$ cat src/rtl/burst_pkg.sv
package burst_pkg;

    localparam int OFS_W     = 2;
    localparam int BURST_LEN = 1 << OFS_W;

    typedef logic [OFS_W-1:0] ofs_t;

    typedef enum logic {
        ORD_LINEAR     = 1'b0,
        ORD_INTERLEAVE = 1'b1
    } order_e;

    typedef enum logic {
        DIR_READ  = 1'b0,
        DIR_WRITE = 1'b1
    } dir_e;

endpackage

$ cat src/rtl/burst_beat_ctr.sv
// Beat counter: cleared on load, incremented on step, frozen while disabled.
module burst_beat_ctr
    import burst_pkg::*;
(
    input  logic clk,
    input  logic rst,
    input  logic hold,
    input  logic load,
    input  logic step,
    output ofs_t beat_o
);

    ofs_t beat_d, beat_q;

    always_comb begin
        beat_d = beat_q;
        if (!hold) begin
            if (load) begin
                beat_d = '0;
            end else if (step) begin
                beat_d = beat_q + ofs_t'(1);   // wraps modulo BURST_LEN
            end
        end
    end

    always_ff @(posedge clk) begin
        if (rst) begin
            beat_q <= '0;
        end else begin
            beat_q <= beat_d;
        end
    end

    assign beat_o = beat_q;

endmodule

$ cat src/rtl/burst_order_map.sv
// Maps start offset and beat count to the low address bits.
module burst_order_map
    import burst_pkg::*;
(
    input  ofs_t   start_ofs,
    input  ofs_t   beat,
    input  order_e order,
    output ofs_t   lo_addr
);

    always_comb begin
        unique case (order)
            ORD_INTERLEAVE: lo_addr = start_ofs ^ beat;
            default:        lo_addr = start_ofs + beat;
        endcase
    end

endmodule

$ cat src/rtl/burst_addr_gen.sv
module burst_addr_gen
    import burst_pkg::*;
#(
    parameter int ADDR_W = 18
) (
    input  logic              clk,
    input  logic              rst,
    input  logic              clk_en_n,
    input  logic              seq_step,
    input  logic              mode_ilv,
    input  logic [ADDR_W-1:0] start_addr,
    input  logic              wr_en,
    output logic [ADDR_W-1:0] cur_addr,
    output logic              dir_wr
);

    localparam int HI_W = ADDR_W - OFS_W;

    typedef struct packed {
        logic [HI_W-1:0] hi;
        ofs_t            ofs;
        order_e          ord;
        dir_e            dir;
    } ctl_t;

    ctl_t state_d, state_q;
    ofs_t beat;
    ofs_t lo_addr;
    logic do_load;

    assign do_load = ~seq_step;

    always_comb begin
        state_d = state_q;
        if (!clk_en_n && do_load) begin
            state_d.hi  = start_addr[ADDR_W-1:OFS_W];
            state_d.ofs = start_addr[OFS_W-1:0];
            state_d.ord = mode_ilv ? ORD_INTERLEAVE : ORD_LINEAR;
            state_d.dir = wr_en ? DIR_WRITE : DIR_READ;
        end
    end

    always_ff @(posedge clk) begin
        if (rst) begin
            state_q <= '{hi: '0, ofs: '0, ord: ORD_LINEAR, dir: DIR_READ};
        end else begin
            state_q <= state_d;
        end
    end

    burst_beat_ctr u_beat (
        .clk    (clk),
        .rst    (rst),
        .hold   (clk_en_n),
        .load   (do_load),
        .step   (seq_step),
        .beat_o (beat)
    );

    burst_order_map u_map (
        .start_ofs (state_q.ofs),
        .beat      (beat),
        .order     (state_q.ord),
        .lo_addr   (lo_addr)
    );

    assign cur_addr = {state_q.hi, lo_addr};
    assign dir_wr   = (state_q.dir == DIR_WRITE);

endmodule

$ cat config.mk
export PLATFORM = sky130hd
export DESIGN_NAME = burst_addr_gen
export DESIGN_NICKNAME = d
export VERILOG_FILES = /design/src/rtl/burst_pkg.sv /design/src/rtl/burst_beat_ctr.sv /design/src/rtl/burst_order_map.sv /design/src/rtl/burst_addr_gen.sv
export SDC_FILE = /design/constraint.sdc
export NUM_CORES = 1
export LEC_CHECK = 0
export ABC_AREA = 0
export CAP_MARGIN = 20
export CORE_AREA = 2 2 52 54
export DETAILED_ROUTE_END_ITERATION = 10
export DIE_AREA = 0 0 54 56
export PLACE_DENSITY = 0.86
export SLEW_MARGIN = 15
export SYNTH_ARGS = -nofsm -noshare
export SYNTH_HDL_FRONTEND = slang
export SYNTH_SLANG_ARGS = --single-unit
$ cat constraint.sdc
create_clock -name clk -period 1.1 [get_ports clk]
set_input_delay 0.165 -clock clk [delete_from_list [all_inputs] [get_ports clk]]
set_output_delay 0.165 -clock clk [all_outputs]
set_load 0.005 [all_outputs]
==> run_results.csv, run 1 <==
group,metric,value,unit
outcome,run_status,"complete, but fails checks",
outcome,violations,"setup timing",
clocking,cts_max_level,1,
worst_setup_path,worst-path-max-fanout,2,
finish,regArea,464,µm²
run,max_cap_violations,0,
placement,dp_hpwl,1.47,mm
synthesis,synth_top_area_share,46.9,%
sta,drv_slew,0,
synthesis,syn_inst,117,
finish,drive_gt1_share,24.7,%
placement,placed_area,1290,µm²
worst_setup_path,cp-start-kind,"register",
detailed_routing,post_drt_wl_per_cell,11.9,µm
synthesis,yosys_register_bits,22,
floorplan,num_rows,18,
clocking,cts_buffers,3,
placement,place_ws,-341,ps
floorplan,core,2430,µm²
floorplan,fp.dieArea,3020,µm²
worst_hold_path,hold_start,"start_addr[10]",
clocking,clk_path_buf_depth,2,
synthesis,ys_seq_area_share,46.9,%
detailed_routing,vias_per_cell,4.56,
power_and_ir_drop,p_comb_share,15.3,%
detailed_routing,drtIter0Drc,10,
global_route,grt_pass1_vias,823,
detailed_routing,drt-total-wl,2.14,mm
finish,multiInputGateArea,358,µm²
power_and_ir_drop,finalPower,1.74,mW
worst_setup_path,path_class,"reg2out",
worst_setup_path,cp.arrival,1170,ps
sta,setup_viol,2,
finish,synthToLayoutAreaGrowth,48.8,%
synthesis,yosysWarnings,0,
clocking,cts.sinks,22,
clocking,clockRootBuffer,"clkbuf_4",
power_and_ir_drop,p_seq_share,49.3,%
floorplan,start_util,38.6,%
synthesis,syn_area_per_cell,8.02,µm²
floorplan,die_width,54,µm
global_route,grt_pass1_wl,3.47,mm
sta,fin_tns_setup,-305,ps
global_route,antenna_found_initial,0,
finish,finalNetCount,176,
power_and_ir_drop,powerDensity,1250,nW/µm²
worst_setup_path,r2r-start,"u_beat.beat_o[0]$_SDFFE_PP0N_",
finish,layout.cells.most_common_list,"nand2_1, clkdlybuf4s50_1, a21oi_1, dfxtp_2, dlygate4sd2_1",
finish,final_common_cell,"nand2_1",
placement,gp_congestion,0.648,
clocking,cts-hold-fix-buffers,0,
power_and_ir_drop,power.switching,369,µW
detailed_routing,drc_errors,0,
sta,worst_pin_slew,235,ps
sta,rsz0062_at_grt,"true",
worst_setup_path,critical_path_required,940,ps
power_and_ir_drop,leakage,0.580,nW
global_route,grt_max_degree,23,
sta,fmax,751,MHz
worst_setup_path,worstSetupStartpoint,"state_q[2]$_SDFFE_PP0P_",
global_route,overflow,0,
power_and_ir_drop,p_int,1.37,mW
clocking,clk_latency,310,ps
detailed_routing,ant_nets,0,
sta,clock_skew,12.8,ps
placement,port_buffers,42,
finish,fillers,222,
sta,worst_slack,-232,ps
sta,post-route-period-util,121,%
synthesis,synthDistinctLibCells,15,
power_and_ir_drop,p_sw_share,21.2,%
synthesis,ys_top_cells_by_area,"dfxtp_1, nand2_1, buf_4, a21oi_1, buf_6",
floorplan,dieHeight,56,µm
finish,diodes,0,
sta,holdWs,378,ps
global_route,grt.total_usage,15.4,%
finish,final_area,1400,µm²
clocking,clk_pin_slew_worst_paths,130,ps
finish,final_cells,180,
clocking,cts_tree,"done",
synthesis,syn_nets,142,
synthesis,netlist_area,938,µm²
sta,period_minus_slack,1330,ps
worst_setup_path,worstSetupEndpointType,"output pin",
synthesis,synth.largest_area_cell,"dfxtp_1",
finish,postLayoutCoreUtil,57.4,%
power_and_ir_drop,p_clk_share,35.4,%
placement,dp_cells,173,
power_and_ir_drop,vdd_drop_max,622,µV
floorplan,io_pins,43,
detailed_routing,route.vias.total,821,
worst_setup_path,reg2reg_slack,90,ps
detailed_routing,dr.pass1.iters,4,
sta,max_slew_margin,84.3,%
sta,hold_violations,0,
worst_hold_path,min_path_type,"in2reg",
-- logic make-up (layout without fill, tap and decap cells) --
family,count (synthesis),in the layout,synth area share (%)
AO/OA/AOI/OAI,22,22,11.7
XOR/XNOR,2,2,1.87
adder cells (fa/ha/maj),1,1,1.33
buffers and inverters,22,55,17.1
flip-flops,22,22,46.9
multiplexers,1,1,1.07
AND/OR/NAND/NOR,47,47,20.0
-- flip-flops by register name, summed over array words and instances (netlist names) --
register       flops
cur_addr          16
dir_wr             1
state_q            3
u_beat.beat_o      2
-- worst max-delay path: stages (launching register included) --
cell	delay (ps)
dfxtp_2	360
ha_4	150
nor2b_4	120
xnor2_1	110
buf_2	120
-- final timing paths --
path	to	depth (start not counted)
worst max-delay path	cur_addr[1]	4
worst min-delay path	cur_addr[10]$_SDFFE_PP0P_	3
worst max register to register	u_beat.beat_o[1]$_SDFFE_PP0N_	4
worst min register to register	cur_addr[17]$_SDFFE_PP0P_	2
-- layout make-up --
| class | instances | share of cell area, % |
|---|---|---|
| clock inverters | 1 | 2.15 |
| clock buffers | 3 | 1.61 |
| well taps | 30 | 2.69 |
| repair buffers | 51 | 34.7 |
| flip-flops and latches | 22 | 33.2 |
| multi-input cells | 73 | 25.6 |
-- power by group through the flow --
stage | Combinational [mW] | Sequential, mW | Clock, mW
floorplan | 0.129 | 0.866 | 0
global placement | 0.266 | 0.868 | 0
detailed placement | 0.272 | 0.870 | 0
CTS | 0.265 | 0.859 | 0.641
global route | 0.292 | 0.863 | 0.665
finish | 0.266 | 0.859 | 0.617
-- what timing repair did --
item	CTS	global route
resized for setup	49	7
gates cloned	0	0
pin swaps	1	1
hold endpoints to repair	0	0
buffers inserted	3	0
setup endpoints to repair	19	9
-- cell usage after synthesis --
cell / n
nand2_1: 40
dfxtp_1: 22
a21oi_1: 21
buf_4: 16
nor2_1: 3
buf_2: 2
buf_6: 2
clkbuf_1: 2
nor2b_1: 2
xnor2_1: 2
ha_1: 1
mux2i_1: 1
nand3_1: 1
o21ai_0: 1
or2_4: 1
-- layer usage --
layer | vias up | track usage (%) | share of wire, %
met3 | 2 | 1.61 | 3.5
met5 | - | 0 | 0
met1 | 380 | 16.3 | 39
li1 | 422 | - | -
met2 | 17 | 28.6 | 56
met4 | 0 | 7.50 | 1.3
(Power assumes the default switching activity.)
==> run 2, diff against run 1 <==
--- a/config.mk
+++ b/config.mk
@@ -6,7 +6,6 @@
 export NUM_CORES = 1
 export LEC_CHECK = 0
 export ABC_AREA = 0
-export CAP_MARGIN = 20
 export CORE_AREA = 2 2 52 54
 export DETAILED_ROUTE_END_ITERATION = 10
 export DIE_AREA = 0 0 54 56
==> results of run 2 <==
The final DEF is identical to that of run 1; final timing and power are the same.
